[config.mk]
export PLATFORM = sky130hd
export DESIGN_NAME = irq_timer
export DESIGN_NICKNAME = d
export VERILOG_FILES = /design/src/rtl/irq_timer_pkg.sv /design/src/rtl/irq_timer_regs.sv /design/src/rtl/irq_timer_presc.sv /design/src/rtl/irq_timer_core.sv /design/src/rtl/irq_timer.sv
export SDC_FILE = /design/constraint.sdc
export NUM_CORES = 1
export LEC_CHECK = 0
export ABC_AREA = 1
export BUFFER_PORTS_ARGS = -buffer_cell sky130_fd_sc_hd__buf_2
export CORE_MARGIN = 2
export CORE_UTILIZATION = 30
export CTS_CLUSTER_DIAMETER = 60
export CTS_CLUSTER_SIZE = 24
export DETAILED_ROUTE_END_ITERATION = 8
export PLACE_DENSITY = 0.52
export SYNTH_ARGS = -nofsm -noshare
export SYNTH_HDL_FRONTEND = slang
export SYNTH_SLANG_ARGS = --single-unit
[constraint.sdc]
create_clock -name clk -period 3.4 [get_ports clk]
set_clock_uncertainty 0.05 [all_clocks]
set_input_delay 0.68 -clock clk [delete_from_list [all_inputs] [get_ports clk]]
set_output_delay 0.68 -clock clk [all_outputs]
set_load 0.05 [all_outputs]
[src/rtl/irq_timer_pkg.sv]
package irq_timer_pkg;

  localparam int VEC_W    = 8;
  localparam int MASK_BIT = 16;
  localparam int MODE_BIT = 17;

  typedef enum logic [1:0] {
    SEL_ENTRY = 2'd0,
    SEL_DIV   = 2'd1,
    SEL_COUNT = 2'd2,
    SEL_NONE  = 2'd3
  } wsel_e;

  typedef struct packed {
    logic             periodic;
    logic             mask;
    logic [VEC_W-1:0] vec;
  } entry_t;

endpackage

[src/rtl/irq_timer_regs.sv]
module irq_timer_regs
  import irq_timer_pkg::*;
#(
  parameter int CNT_W = 32,
  parameter int DIV_W = 3
) (
  input  logic             clk,
  input  logic             rst,
  input  logic             wr_en,
  input  logic [1:0]       wr_sel,
  input  logic [CNT_W-1:0] wr_data,
  output entry_t           entry,
  output logic [DIV_W-1:0] div_shift,
  output logic             load,
  output logic [CNT_W-1:0] load_val
);

  always_ff @(posedge clk) begin
    if (rst) begin
      entry     <= '{periodic: 1'b0, mask: 1'b1, vec: '0};
      div_shift <= '0;
    end else if (wr_en) begin
      case (wsel_e'(wr_sel))
        SEL_ENTRY: entry <= '{periodic: wr_data[MODE_BIT], mask: wr_data[MASK_BIT],
                              vec: wr_data[VEC_W-1:0]};
        SEL_DIV:   div_shift <= wr_data[DIV_W-1:0];
        default:   ;
      endcase
    end
  end

  assign load     = wr_en && (wsel_e'(wr_sel) == SEL_COUNT);
  assign load_val = wr_data;


  reset_masked_chk: assert property (@(posedge clk) disable iff (rst)
    $past(rst) |-> (entry.mask && div_shift == '0));

endmodule

[src/rtl/irq_timer_presc.sv]
module irq_timer_presc #(
  parameter int DIV_W = 3
) (
  input  logic             clk,
  input  logic             rst,
  input  logic             load,
  input  logic             run,
  input  logic [DIV_W-1:0] shift_in,
  output logic             tick_en
);

  localparam int PRESC_W = (1 << DIV_W) - 1;

  logic [PRESC_W-1:0] presc;
  logic [DIV_W-1:0]   shift_q;
  logic [PRESC_W-1:0] limit;

  assign limit   = PRESC_W'((32'd1 << shift_q) - 32'd1);
  assign tick_en = run && (presc == limit);

  always_ff @(posedge clk) begin
    if (rst) begin
      presc   <= '0;
      shift_q <= '0;
    end else if (load) begin
      presc   <= '0;
      shift_q <= shift_in;
    end else if (run) begin
      presc <= tick_en ? '0 : presc + 1'b1;
    end
  end


  tick_wrap_chk: assert property (@(posedge clk) disable iff (rst)
    (tick_en || load) |=> (presc == '0));


  shift_hold_chk: assert property (@(posedge clk) disable iff (rst)
    !load |=> $stable(shift_q));

endmodule

[src/rtl/irq_timer_core.sv]
module irq_timer_core
  import irq_timer_pkg::*;
#(
  parameter int CNT_W = 32
) (
  input  logic             clk,
  input  logic             rst,
  input  logic             load,
  input  logic [CNT_W-1:0] load_val,
  input  entry_t           entry,
  input  logic             tick_en,
  output logic             run,
  output logic [CNT_W-1:0] cur_count,
  output logic             fire,
  output logic [VEC_W-1:0] fire_vec
);

  logic [CNT_W-1:0] n_q;
  logic [CNT_W-1:0] ticks;
  logic             expire;

  assign expire    = tick_en && (ticks == n_q);
  assign cur_count = run ? (n_q - ticks) : '0;

  always_ff @(posedge clk) begin
    if (rst) begin
      run      <= 1'b0;
      n_q      <= '0;
      ticks    <= '0;
      fire     <= 1'b0;
      fire_vec <= '0;
    end else begin
      fire <= expire && !entry.mask;
      if (expire) fire_vec <= entry.vec;
      if (load) begin
        n_q   <= load_val;
        ticks <= '0;
        run   <= !(entry.periodic && load_val == '0);
      end else if (expire) begin
        ticks <= '0;
        if (!entry.periodic) run <= 1'b0;
      end else if (tick_en) begin
        ticks <= ticks + 1'b1;
      end
    end
  end


  count_bound_chk: assert property (@(posedge clk) disable iff (rst)
    run |-> (ticks <= n_q));


  oneshot_stop_chk: assert property (@(posedge clk) disable iff (rst)
    (expire && !entry.periodic && !load) |=> (!run && cur_count == '0));


  zero_period_off_chk: assert property (@(posedge clk) disable iff (rst)
    (load && entry.periodic && load_val == '0) |=> !run);


  masked_silent_chk: assert property (@(posedge clk) disable iff (rst)
    entry.mask |=> !fire);

endmodule

[src/rtl/irq_timer.sv]
module irq_timer
  import irq_timer_pkg::*;
#(
  parameter int CNT_W = 32,
  parameter int DIV_W = 3
) (
  input  logic             clk,
  input  logic             rst,
  input  logic             wr_en,
  input  logic [1:0]       wr_sel,
  input  logic [31:0]      wr_data,
  output logic [31:0]      cur_count,
  output logic             expire_pulse,
  output logic [7:0]       expire_vec
);

  entry_t           entry;
  logic [DIV_W-1:0] div_shift;
  logic             load;
  logic [CNT_W-1:0] load_val;
  logic             run;
  logic             tick_en;

  irq_timer_regs #(.CNT_W(CNT_W), .DIV_W(DIV_W)) u_regs (
    .clk(clk), .rst(rst), .wr_en(wr_en), .wr_sel(wr_sel), .wr_data(wr_data),
    .entry(entry), .div_shift(div_shift), .load(load), .load_val(load_val)
  );

  irq_timer_presc #(.DIV_W(DIV_W)) u_presc (
    .clk(clk), .rst(rst), .load(load), .run(run), .shift_in(div_shift),
    .tick_en(tick_en)
  );

  irq_timer_core #(.CNT_W(CNT_W)) u_core (
    .clk(clk), .rst(rst), .load(load), .load_val(load_val), .entry(entry),
    .tick_en(tick_en), .run(run), .cur_count(cur_count),
    .fire(expire_pulse), .fire_vec(expire_vec)
  );

endmodule

[After elaboration in Yosys (flattened, before gate mapping)]
Cells that the tools add are included.
Operators by class
  $add $sub $neg: 4
  equality and inequality tests: 5
  shift operators: 1
  muxes and demuxes: 5
  reductions and logical operators: 15
Operator list (number)
  32-bit by 1-bit adder with 32-bit output, second input constant: 1
  32-bit == test: 1
  32-bit zero test: 1
  32-bit two-way mux: 1
  32-bit subtractor: 1
  7-bit by 1-bit adder with 7-bit output, second input constant: 1
  7-bit == test: 1
  7-bit two-way mux: 1
  1-bit by 3-bit << shifter with 7-bit output, first input constant: 1
  7-bit by 1-bit subtractor with 7-bit output, second input constant: 1
  2-bit AND reduction: 3
  1-bit logical AND: 5
  1-bit two-way mux: 3
  3-bit OR reduction: 1
  2-bit by 1-bit == test with 1-bit output, second input constant: 1
  2-bit == test, second input constant: 1
  1-bit zero test: 2
  2-bit zero test: 1
  2-bit != test, second input constant: 1
  2-bit nonzero test: 1
  2-bit OR reduction: 1
Word-level totals
  flip-flop bits (word level): 97
  bits of input ports: 37
  output and inout port bits: 41
  logic and storage cells: 41

[Depth between registers and ports, before layout]
Gate-level depths: netlist of the first run.
  word-level depth: 7
  mapped depth: 13
  gate-level depth less buffers: 13

[Modules after synthesis]
A second synthesis of the first run with hierarchy kept.
Second synthesis, totals
  cell total of the unflattened synthesis: 1236
  area, all modules: 7462.2 sq um
By module, submodules not included
  irq_timer_core: times used 1, cells an instance 1023, area each 5983.2 sq um, sequential area each 1481.4 sq um
  irq_timer_regs: times used 1, cells an instance 120, area each 847.1 sq um, sequential area each 260.2 sq um
  irq_timer_presc: times used 1, cells an instance 93, area each 631.9 sq um, sequential area each 200.2 sq um

[Least setup slack after synthesis of the first run]
OpenSTA, ideal clock, no wires.
  path kind: register to output
  start: reg u_core.ticks[0]
  end: out cur_count[14]
  arrival time: 2.419 ns
  data required time: 2.670 ns
  slack: 0.251 ns
  cell stages (with the launch flop): 10
  buffers on the path: 0
  cells stage by stage: dfxtp_1 > ha_1 > fa_1 > o21ai_0 > nand2_1 > nand2_1 > nand2_1 > nand2_1 > o21ai_0 > a21oi_1
On the way
  cells in the longest elaborated chain, start to end: 2
Ends and longest elaborated chain
  start, declared: RTL line irq_timer_core.sv:19  | logic [CNT_W-1:0] ticks;
  start signal, assigned: RTL line irq_timer_core.sv:43  | ticks <= ticks + 1'b1;
  32-bit subtractor: RTL line irq_timer_core.sv:23  | assign cur_count = run ? (n_q - ticks) : '0;
  32-bit two-way mux: RTL line irq_timer_core.sv:23
  end, declared: RTL line irq_timer.sv:12  | output logic [31:0] cur_count,
No other way between the ends.

[Final worst setup path of the first run]
  start: reg u_core.ticks[7]
  end: out cur_count[26]
Same word-level chain as after synthesis.

==> flow_results.org, run 1 <==
** Logic synthesis
- Post-synthesis instance area :: slightly above 0.007 mm2
- Count of different cell masters after synthesis :: 37
- Synth top area cells :: dfxtp_1, nand2_1, nor2_1, inv_1, a21oi_1
- The number of nets handed over by synthesis was between 1000 and 1500.
- Area share of the leading cell type in the synthesized netlist :: approximately 27%
- Most used standard cells in the synthesized netlist :: nand2_1, nor2_1, inv_1, a21oi_1, dfxtp_1
- After technology mapping, the gate count stands at approximately 1200.
- Sequential cell area fraction in the yosys report :: 27.43%
- Most frequently used flop master after synthesis :: dfxtp_1
- After synthesis, the mean cell area works out to between 5 and 6 um2.
- dfxtp_1 takes more of the synthesized area than any other cell.
- After synthesis, the share of flip-flops with an asynchronous set or reset is 0%.
- In this run, synthesis inferred 0 flip-flops with an integrated enable.
- Yosys printed 0 warnings.
- Most instantiated library cell after synthesis :: nand2_1
- The synthesized design contains between 90 and 100 register bits.

** Cells and area
- Number of antenna repair diodes :: 0
- Fill cells in the final layout number 2600.
- The multi-input combinational cells in the finished layout cover a total of ~0.0046 mm2.
- Compared with the post-synthesis result, the final layout area differs by 18.13%.
- After the last flow step, the layout net total stands at 1337.
- Summing all flip-flop and latch instances after layout gives slightly below 0.002 mm2.
- Of the cells placed in the final design, the portion with a size suffix greater than 1 is about an eighth.

** Status
- Outcome :: completed

** Flow run
- Across the run, the number of max-cap violations was 0.

** Route
- Drt total wl :: 23810 um
- The detail route stage leaves a number of antenna-violating nets equal to 0.
- Initial detailed-routing violation count :: between 500 and 600
- WL per Instance :: around 15 um
- Iteration count of the initial detailed-routing pass :: 5
- Vias after detailed routing :: ~7600
- Using the TritonRoute via totals, the vias-per-cell ratio works out to approximately 4.8.
- After detailed routing, the number of remaining DRC violations is 0.

** Floorplan
- Core region area :: ~0.023 mm2
- Row cnt :: 56
- In this run the count of I/O pins placed on the die edge is 78.
- The die is 157.6 um wide.
- DIE AREA :: roughly 0.025 mm2
- Y dimension of the die :: around 160 um
- Initial standard-cell utilization of the core :: approximately 30%

** Critical path
- The critical path runs through a total of 10 cells.
- CP Capture Point :: cur_count[26]
- Walking the worst path, the cells encountered are inv_1 > ha_2 > nand2_1 > nand2_1 > a21oi_1 > nand3_1 > nand2_1 > a21oi_1 > nor2_1 > clkbuf_4.
- The worst setup path is launched from a flop.
- Startpoint of the worst register-to-register path :: u_core.ticks[18]$_SDFFE_PP0N_
- Counting both buffers and inverters, the worst setup path holds a total of 2.
- Arr. time, crit path :: roughly 2.5 ns
- Slowest stage cell on the critical path :: dfxtp_1
- Top Family by Delay on Critical Path :: simple AND/OR/NAND/NOR gates
- Req. time, crit path :: around 2.7 ns
- The setup check on the worst reg-to-reg path leaves a slack of about 0.84 ns.
- STA classifies the critical path endpoint as an output port.
- Crit Path Max Fanout :: 5
- Reg-to-reg critical path endpoint :: u_core.ticks[26]$_SDFFE_PP0N_
- In this run the worst setup path begins at u_core.ticks[7]$_SDFFE_PP0N_.
- Classification of the worst setup path :: flop to output port
- Counting cells, the worst reg-to-reg path comes to 11.
- Maximum single-stage delay on the critical path :: 0.40 ns
- The most numerous cell type found on the critical path is nand2_1.

** STA
- Dividing the final minimum period by the clock period gives a little over nine tenths.
- Count of pins over their slew limit :: 0
- Number of hold violations in the final report :: 0
- For this run, the top clock speed supported by timing is roughly 310 MHz.
- Transition time at the pin with the least slew margin :: ~0.73 ns
- Setup repair after global routing missed its margin :: yes
- The worst path in the final design needs a cycle of approximately 3.3 ns, including I/O delays and setup.
- Slew headroom :: 50.95%
- Setup violations remaining at the end of the flow were counted as 0.
- Setup slack closes at 0.1481 ns.
- Summed over all failing endpoints, the final setup total negative slack is 0 ns.

** Min path
- The tightest min-delay check is of the flop to flop type.
- Counting instances, the worst hold path has a depth of 2.

** Place
- The congestion estimate from routability-driven global placement came to around 0.94.
- Port buffering added a little under 80 buffers.
- Before CTS, the worst setup slack after placement is just over 0.3 ns.
- Summed over all nets, the half-perimeter wirelength after detailed placement is approximately 19000 um.

** Clocking
- In this run, post-CTS hold repair placed 0 buffers.
- The H-tree was split into 3 levels.
- Later-pin clock latency in the skew report :: ~0.36 ns
- Number of sinks on the clock net :: 97
- After clock tree synthesis, the clock-pin slew on the worst setup and hold paths is roughly 0.070 ns.
- CTS tree :: built
- Clock tree synthesis inserted a total of 9 buffers.
- Clock Root Buffer :: clkbuf_16
- Maximum clock path buffer count :: 2

** Power
- Internal :: roughly 2.0 mW
- Sw power :: roughly 1.1 mW
- Clock power frac :: 33.0%
- The worst-case IR drop observed on VDD is ~190 uV.
- The share of total power dissipated in combinational logic is between 20% and 30%.
- Ratio of total power to cell area :: around 370 mW/mm2
- Net switching is between 30% and 40% of the power.
- Overall power consumption after layout is estimated at 3.115 mW.
- For this design the static power due to leakage is between 3 and 4 nW.
- Registers are responsible for roughly two fifths of the overall power.

** Global routing
- Global routing used about a fifth of the available tracks across all layers.
- The first global-routing pass estimated 36790 um of wire.
- The number of global-route vias before repair came to roughly 6800.
- Entering global routing, the biggest net connects 53 pins.
- Aggregate global routing overflow :: 0
- The initial antenna violation count came to 0.
==> state kept, by name (all words and copies together) (netlist names), 3 cells and up <==
register          flops
u_core.fire_vec       8
u_core.n_q           32
u_core.ticks         32
u_presc.presc         7
u_presc.shift_q       3
u_regs.div_shift      3
u_regs.entry         10
==> layout by cell type (no fill, tap or decap), types with 12 or more instances in the layout <==
master | synthesis | routed
nand3_1 | 77 | 77
buf_2 | 3 | 63
nand4_1 | 14 | 14
nor2_1 | 185 | 175
o21ai_0 | 88 | 85
buf_4 | 1 | 17
xor2_1 | 17 | 17
ha_1 | 34 | 17
dfxtp_1 | 97 | 89
nand2_1 | 321 | 316
a21oi_1 | 109 | 107
inv_1 | 149 | 149
nor2_2 | 4 | 12
nor3_1 | 25 | 24
==> through the flow <==
step	hold slack, ns	cells	utilization, %	area [um2]
detailed placement	0.3975	1571	33.50	7818
global placement	0.3915	1571	33.50	7818
floorplan	0.3797	1192	-	7079
global route	0.4183	1589	35.84	8363
finish	0.4025	1589	35.84	8363
CTS	0.4089	1587	34.85	8130
==> power groups by stage <==
stage / clock network (mW) / registers, mW / logic (mW)
finish: 1.03 / 1.19 / 0.893
global route: 1.10 / 1.20 / 1.00
CTS: 1.06 / 1.19 / 0.851
detailed placement: 0 / 1.22 / 0.844
global placement: 0 / 1.22 / 0.847
floorplan: 0 / 1.21 / 0.626
==> routing by layer <==
metal | track usage, % | vias up | part of all wire [%] | routed length (um)
li1 | - | 3978 | - | -
met3 | 2.080 | 19 | 4.4 | 1057
met4 | 4.805 | 0 | 1.3 | 316
met1 | 26.71 | 3418 | 48 | 11440
met2 | 31.55 | 147 | 46 | 11000
met5 | 0 | - | 0 | 0
==> area by class of cell <==
class                           count  area share [%]
Timing Repair Buffer               90           6.478
Tap cell                          319           4.773
Sequential cell                    97           23.34
Inverter                          153           6.942
Clock buffer                        9           2.693
Clock inverter                      7          0.8079
Multi-Input combinational cell    914           54.97
==> cells by family (layout without fill, tap and decap cells) <==
group / Yosys count / after routing / synth area share [%]
AO/OA/AOI/OAI: 209 / 209 / 15.11
XOR/XNOR: 22 / 22 / 2.722
adder cells (fa/ha/maj): 35 / 35 / 6.292
buffers and inverters: 181 / 259 / 10.32
flip-flops: 97 / 97 / 27.43
AND/OR/NAND/NOR: 648 / 648 / 38.12
==> worst min-delay path by stage <==
stage                                      end  slack (ns)                             start
2_1_floorplan  u_presc.shift_q[2]$_SDFFE_PP0P_        0.38  u_regs.div_shift[2]$_SDFFE_PP0P_
3_3_place_gp      u_regs.entry[7]$_SDFFE_PP0P_        0.39      u_regs.entry[7]$_SDFFE_PP0P_
3_5_place_dp      u_regs.entry[7]$_SDFFE_PP0P_        0.40      u_regs.entry[7]$_SDFFE_PP0P_
4_1_cts           u_regs.entry[7]$_SDFFE_PP0P_        0.41      u_regs.entry[7]$_SDFFE_PP0P_
5_1_grt           u_regs.entry[7]$_SDFFE_PP0P_        0.42      u_regs.entry[7]$_SDFFE_PP0P_
6_report          u_regs.entry[7]$_SDFFE_PP0P_        0.40      u_regs.entry[7]$_SDFFE_PP0P_
==> timing repair <==
| action | 4_1_cts | 5_1_grt |
|---|---|---|
| buffers inserted | 0 | 2 |
| endpoints found under the setup margin | 15 | 20 |
| gates cloned | 0 | 0 |
| pin swaps | 0 | 2 |
| resized for setup | 9 | 61 |
==> worst min-delay path: cells and delay by family (launching register included) <==
kind	cells	cell delay, ns
buf+inv	1	0.06
compound gates	1	0.05
flops	1	0.30
Note: power is estimated with default switching activity, not from simulation.
==> inputs of run 2 (changes only) <==
--- a/config.mk
+++ b/config.mk
@@ -8,11 +8,11 @@
 export ABC_AREA = 1
 export BUFFER_PORTS_ARGS = -buffer_cell sky130_fd_sc_hd__buf_2
 export CORE_MARGIN = 2
-export CORE_UTILIZATION = 30
+export CORE_UTILIZATION = 46
 export CTS_CLUSTER_DIAMETER = 60
 export CTS_CLUSTER_SIZE = 24
 export DETAILED_ROUTE_END_ITERATION = 8
-export PLACE_DENSITY = 0.52
+export PLACE_DENSITY = 0.67
 export SYNTH_ARGS = -nofsm -noshare
 export SYNTH_HDL_FRONTEND = slang
 export SYNTH_SLANG_ARGS = --single-unit
==> flow_results.org, run 2 (synthesis gave the netlist of run 1 again) <==
** Status
- Outcome :: completed

** Clocking
- Number of buffers created by CTS :: 9
- CTS saw slightly below 100 sinks.
- H-tree Lvls :: 3
- Reg clk slew, reported paths :: 0.08 ns
- The clock passes through at most 2 buffers.
- In this run the clock root is driven by a clkbuf_16.
- TritonCTS built the clock tree.
- For the worst-skew pair, the clock arrives at the later sink with an insertion delay of 0.35 ns.
- After clock tree synthesis, the flow added hold-fix buffers numbering 0.

** Critical path
- Req. time, crit path :: approximately 2.7 ns
- Top Family by Delay on Critical Path :: compound AO/OA/AOI/OAI gates
- In this run the worst path has a maximum fanout of 5.
- STA classifies the critical path startpoint as a flop.
- Classification of the worst setup path :: flop to output port
- At the worst endpoint, the arrival time is approximately 2.6 ns.
- The largest single stage delay on the critical path is between 0.3 and 0.4 ns.
- Slowest stage cell on the critical path :: dfxtp_1
- Worst path buffer plus inverter count :: 2
- Critical path endpoint category :: output port
- Walking the worst path, the cells encountered are inv_1 > ha_2 > a21oi_1 > o21ai_0 > nand2_1 > nand3_1 > nand2_1 > a21oi_1 > nor2_1 > clkbuf_4.

** Power
- VDD sags by at most around 290 uV.
- Summed over all cells, the static leakage comes to between 3 and 4 nW.
- After layout, the design draws a total of around 3.2 mW.
- Dividing total power by cell area gives a power density of slightly below 400 mW/mm2.

** STA
- Transition time at the pin with the least slew margin :: between 0.7 and 0.8 ns
- Count of pins over their slew limit :: 0
- Final Critical Period :: between 3 and 4 ns
- Final Setup Violations :: 0
- Derived from the worst setup path, the maximum achievable clock frequency is 303.5 MHz.
- The final-report hold violation count was 0.
- The worst pin sits at a relative slew slack of a little over half.
- Dividing the final minimum period by the clock period gives a little over nine tenths.

** Floorplan
- The die covers approximately 0.016 mm2.
- In this run the vertical extent of the chip is ~130 um.
- The region available for standard cell placement spans between 0.015 and 0.02 mm2.
- Measured along the x axis, the die boundary spans 128.1 um.
- The floorplan has 45 rows.
- In this run the count of I/O pins placed on the die edge is 78.
- For this configuration, the core starts out at a cell density of roughly 47%.

** Place
- Gp weighted congestion :: 0.9713
- During placement, the flow inserted port buffers numbering 77.
- The number of placed instances, taps included, is around 1400.
- Sum of net half-perimeters after detailed placement :: 17000 um

** Global routing
- Largest net degree at the start of global routing :: 36
- First-pass GRT wire length :: ~34000 um
- The initial antenna violation count is 0.
- All-Layer GR Usage :: approximately a quarter
- Summed over all layers, the global routing overflow is 0.
- Vias in the first global route :: approximately 6700

** Route
- Initial detailed-routing violation count :: between 700 and 800
- Drt total wl :: 21810 um
- Vias after detailed routing :: roughly 7800
- Iteration count of the initial detailed-routing pass :: 7
- In this run the remaining antenna-violating nets after routing total 0.
- WL per Instance :: approximately 15 um
- Routed vias/inst :: 5.363
- In the routed design, unresolved DRC markers number 0.

** Cells and area
- Leaving out fill and tap cells, the most frequent cell in the layout is nand2_1.
- The repair_antennas step left the layout with diodes totalling 0.
- Layout overhead on the synthesized area :: 14.81%
- Layout Nets :: between 1000 and 1500
- Registers with the most flip-flops :: u_core.n_q x32, u_core.ticks x32, u_regs.entry x10
- Number of non-filler instances in the completed layout :: approximately 1500
- Multi-input logic area :: 0.004528 mm2
- In the final layout, the share of cells above drive strength 1 is around an eighth.
- Fraction of the core area covered by cells at the end of the flow :: 53.66%
- Layout fillers :: between 1500 and 2000
- Storage element area :: 0.001952 mm2
- The library cells used most frequently in the layout, excluding fill and tap cells, are nand2_1, nor2_1, inv_1.

** Flow run
- Reported max-cap violation count :: 0

** Min path
- The worst hold path belongs to the class flop to flop.
[run 2: cell types whose count changed in the layout (fill, tap and decap cells not counted), sizes merged]
cell	change
inv	-1
clkinvlp	-1
clkbuf	-1
buf	-2
bufinv	+2
[run 2: timing repair]
| action | 4_1_cts | 5_1_grt |
|---|---|---|
| pin swaps | 0 | 2 |
| buffers inserted | 0 | 1 |
| resized for setup | 5 | 54 |
| endpoints found under the setup margin | 14 | 23 |
[run 2: cell type report]
cell class              count  area share [%]
clock buffers               9           2.771
flip-flops and latches     97           24.01
clock inverters             7           1.308
repair buffers             87           6.158
inverters                 153           7.143
multi-input cells         914           55.71
well taps                 188           2.894
[run 2: path summary, 6_finish.rpt]
| path | start | to | slack (ns) | cells past startpoint |
|---|---|---|---|---|
| setup / recovery | u_core.ticks[3]$_SDFFE_PP0N_ | cur_count[26] | 0.11 | 10 |
| hold / removal | u_regs.entry[7]$_SDFFE_PP0P_ | u_regs.entry[7]$_SDFFE_PP0P_ | 0.41 | 2 |
| setup reg to reg | u_core.ticks[18]$_SDFFE_PP0N_ | u_core.ticks[0]$_SDFFE_PP0N_ | 0.70 | 11 |
| hold reg to reg | u_regs.entry[7]$_SDFFE_PP0P_ | u_regs.entry[7]$_SDFFE_PP0P_ | 0.41 | 2 |
[run 2: stage by stage]
| stage | area (um2) | TNS [ns] | hold slack [ns] | setup WS (ns) |
|---|---|---|---|---|
| after floorplan | 7079 | 0 | 0.3797 | 0.2511 |
| after global placement | 7626 | 0 | 0.3930 | 0.3333 |
| after detailed placement | 7626 | 0 | 0.4024 | 0.2585 |
| after CTS | 7965 | 0 | 0.4132 | 0.005495 |
| after global routing | 8128 | -0.03486 | 0.4378 | -0.01840 |
| final | 8128 | 0 | 0.4082 | 0.1050 |
[run 2: worst reg2reg max path, stage by stage (launching register included)]
cell     delay (ns)
dfxtp_1        0.40
inv_1          0.15
ha_2           0.42
nand2_1        0.14
nor2_2         0.18
nand2_1        0.16
nor2_1         0.12
nand2_1        0.07
nor2_2         0.28
nand2_4        0.15
nand2_4        0.33
a21oi_1        0.11
[run 2: metal layers]
layer	vias to the layer above	share of wire, %	global-route usage, %
li1	3962	-	-
met5	-	0	0
met1	3545	48	38.20
met3	33	5.9	2.838
met2	263	43	40.67
met4	0	2.7	9.696
[run 2: power breakdown]
| group | internal (mW) | switching, mW |
|---|---|---|
| clock | 0.660 | 0.504 |
| combinational | 0.269 | 0.592 |
| sequential | 1.17 | 0.0224 |
==> inputs of run 3 (changes only) <==
--- a/config.mk
+++ b/config.mk
@@ -12,7 +12,8 @@
 export CTS_CLUSTER_DIAMETER = 60
 export CTS_CLUSTER_SIZE = 24
 export DETAILED_ROUTE_END_ITERATION = 8
-export PLACE_DENSITY = 0.67
+export PLACE_DENSITY = 0.7
+export SLEW_MARGIN = 20
 export SYNTH_ARGS = -nofsm -noshare
 export SYNTH_HDL_FRONTEND = slang
 export SYNTH_SLANG_ARGS = --single-unit
==> constraint.sdc (replaced) <==
create_clock -name clk -period 3 [get_ports clk]
set_clock_uncertainty 0.05 [all_clocks]
set_input_delay 0.6 -clock clk [delete_from_list [all_inputs] [get_ports clk]]
set_output_delay 0.6 -clock clk [all_outputs]
set_load 0.05 [all_outputs]
==> flow_results.org, run 3 (synthesis gave the netlist of run 1 again) <==
** Status
- Outcome :: completed

** Route
- WL per Instance :: around 15 um
- Drt total wl :: approximately 23000 um
- Vias after detailed routing :: 8036
- After detailed routing, the number of remaining DRC violations is 0.
- The first routing iteration left around 680 violations.
- Iteration count of the initial detailed-routing pass :: 5
- Using the TritonRoute via totals, the vias-per-cell ratio works out to between 5 and 6.
- The count of nets left with antenna violations once routing finished came out at 0.

** Floorplan
- During I/O placement, the number of pins put on the boundary was 78.
- Row cnt :: 45
- Die width :: approximately 130 um
- The initial utilization of the core area, before any placement, comes to a little under half.
- The floorplan step defined a die boundary enclosing 0.01640 mm2.
- The die is 128.1 um tall.
- Core region area :: between 0.015 and 0.02 mm2

** Critical path
- Counting both buffers and inverters, the worst setup path holds a total of 4.
- The critical path is of the flop to output port type.
- Arr. time, crit path :: 2.33 ns
- For the worst setup path, the data required time is between 2 and 2.5 ns.
- Top Family by Delay on Critical Path :: compound AO/OA/AOI/OAI gates
- Cell Chain, Critical Path :: inv_1 > ha_4 > nand2_1 > nand2_1 > a21oi_2 > inv_1 > a21oi_1 > nand2_2 > buf_4 > a21oi_2 > buf_6
- Along the worst path, the maximum fanout reaches 5.
- Slowest stage cell on the critical path :: dfxtp_1
- Maximum single-stage delay on the critical path :: roughly 0.33 ns
- STA classifies the critical path startpoint as a flop.
- STA classifies the critical path endpoint as an output port.

** Global routing
- Vias in the first global route :: 7122
- Entering global routing, the biggest net connects 54 pins.
- The first global-routing pass estimated between 30000 and 40000 um of wire.
- The initial antenna violation count is 0.
- For this run, the total global-route usage over all layers was measured as 27.35%.
- Aggregate global routing overflow :: 0

** Power
- Leakage power :: just over 4 nW
- Worst IR Drop VDD :: just under 300 uV
- Design Power :: 3.753 mW
- Ratio of total power to cell area :: approximately 420 mW/mm2

** STA
- Final worst path period share :: approximately 100%
- Count of pins over their slew limit :: 0
- Final Critical Period :: approximately 3.0 ns
- Transition time at the pin with the least slew margin :: around 0.66 ns
- Setup repair after global routing missed its margin :: yes
- Worst hold margin :: 0.3729 ns
- Final total negative setup slack :: 0 ns
- Achievable Freq :: between 300 and 400 MHz
- Post-route worst setup slack :: 0.01705 ns
- Slew headroom :: ~56%
- Setup violations remaining at the end of the flow were counted as 0.
- Number of hold violations in the final report :: 0

** Min path
- The worst hold path belongs to the class primary input to flop.

** Clocking
- Reg clk slew, reported paths :: about 0.080 ns
- The clock net in this run drives a total of 97 sinks.
- The clock tree synthesis step divided the H-tree into 3 levels.
- In this run, post-CTS hold repair placed 0 buffers.
- The number of clock buffers added by TritonCTS is 9.
- The cell sitting at the root of the clock tree is a clkbuf_16.
- Maximum clock path buffer count :: 2
- Clock latency on the worst-skew pair, taken at its later pin, is 0.36 ns.
- TritonCTS built the clock tree.

** Cells and area
- Leading cell types in the layout, fill and taps excluded :: nand2_1, nor2_1, inv_1
- The post-route netlist has between 20% and 30% of its cells at a drive strength greater than 1.
- Compared with the post-synthesis result, the final layout area differs by 27.04%.
- The net count of the finished layout is around 1400.
- Number of antenna repair diodes :: 0
- Registers with the most flip-flops :: u_core.n_q x32, u_core.ticks x32, u_regs.entry x10
- Most common cell after layout, fill and taps aside :: nand2_1
- Leaving out filler cells and counting taps, the final layout contains between 1000 and 1500.

** Flow run
- Across the run, the number of max-cap violations was 0.

** Place
- # placed instances :: 1455
- Before CTS, the worst setup slack after placement is between 0.1 and 0.15 ns.
- Gp weighted congestion :: ~0.99
- Sum of net half-perimeters after detailed placement :: 16990 um
- IO buf count :: just under 80
[run 3: changes by cell type in the layout (fill, tap and decap cells not counted), moves of 10 or more]
| cell | delta |
|---|---|
| ha_1 | -18 |
| nor2_2 | +16 |
| ha_4 | +24 |
| nand2_2 | +23 |
| a21oi_1 | -12 |
| a21oi_2 | +10 |
| inv_1 | -23 |
| nand2_1 | -26 |
| buf_6 | +17 |
| nor2_1 | -20 |
| inv_2 | +23 |
| dfxtp_1 | -11 |
| buf_4 | +25 |
[run 3: routing by layer]
| layer | vias up | routed length [um] | part of all wire (%) | GRT usage [%] |
|---|---|---|---|---|
| met5 | - | 0 | 0 | 0 |
| met4 | 0 | 728 | 3.2 | 9.825 |
| met3 | 57 | 1332 | 5.9 | 4.007 |
| met2 | 298 | 10240 | 45 | 43.47 |
| met1 | 3654 | 10420 | 46 | 37.82 |
| li1 | 4027 | - | - | - |
[run 3: timing repair]
action                                  CTS  global route
cloned                                    0             0
endpoints found under the setup margin   25            26
gates resized for setup                  97           128
pin swaps                                10            29
setup buffers                             4             9
[run 3: worst reg2reg max path, cell delays in order, from the launching register on]
cell and delay [ns]:
dfxtp_1 0.40, inv_2 0.11, ha_4 0.31, nand2_1 0.12
nor2_2 0.16, nand2_2 0.12, nor2_1 0.12, nand2_1 0.07
nor2_2 0.29, nand2_4 0.14, nand2_4 0.31, a21oi_1 0.11
[run 3: path summary, 6_finish.rpt]
path                                     end  cells past startpoint  slack, ns                              from
max                            cur_count[14]                     11       0.02     u_core.ticks[11]$_SDFFE_PP0N_
min                  u_core.run$_SDFFE_PP0P_                      2       0.37                               rst
max reg2reg     u_core.ticks[0]$_SDFFE_PP0N_                     11       0.56     u_core.ticks[23]$_SDFFE_PP0N_
min reg2reg  u_presc.shift_q[1]$_SDFFE_PP0P_                      2       0.41  u_regs.div_shift[1]$_SDFFE_PP0P_
[run 3: final cells by class]
type / count / area [um2]
clock buffers: 9 / 225.2
inverters: 153 / 580.6
fillers: 1428 / 6152
clock inverters: 7 / 85.08
multi-input cells: 914 / 5092
repair buffers: 116 / 802.0
well taps: 188 / 235.2
flip-flops and latches: 97 / 1973
[run 3: where the power goes]
part           internal (mW)  leakage [nW]  switching, mW
combinational          0.419          3.11          0.753
sequential              1.32         0.798         0.0364
clock                  0.664         0.146          0.561
[run 3: through the flow]
step	area (um2)	util, %
floorplan	7088	-
global placement	7762	51.25
detailed placement	7762	51.25
CTS	8527	56.30
global route	8994	59.38
finish	8994	59.38
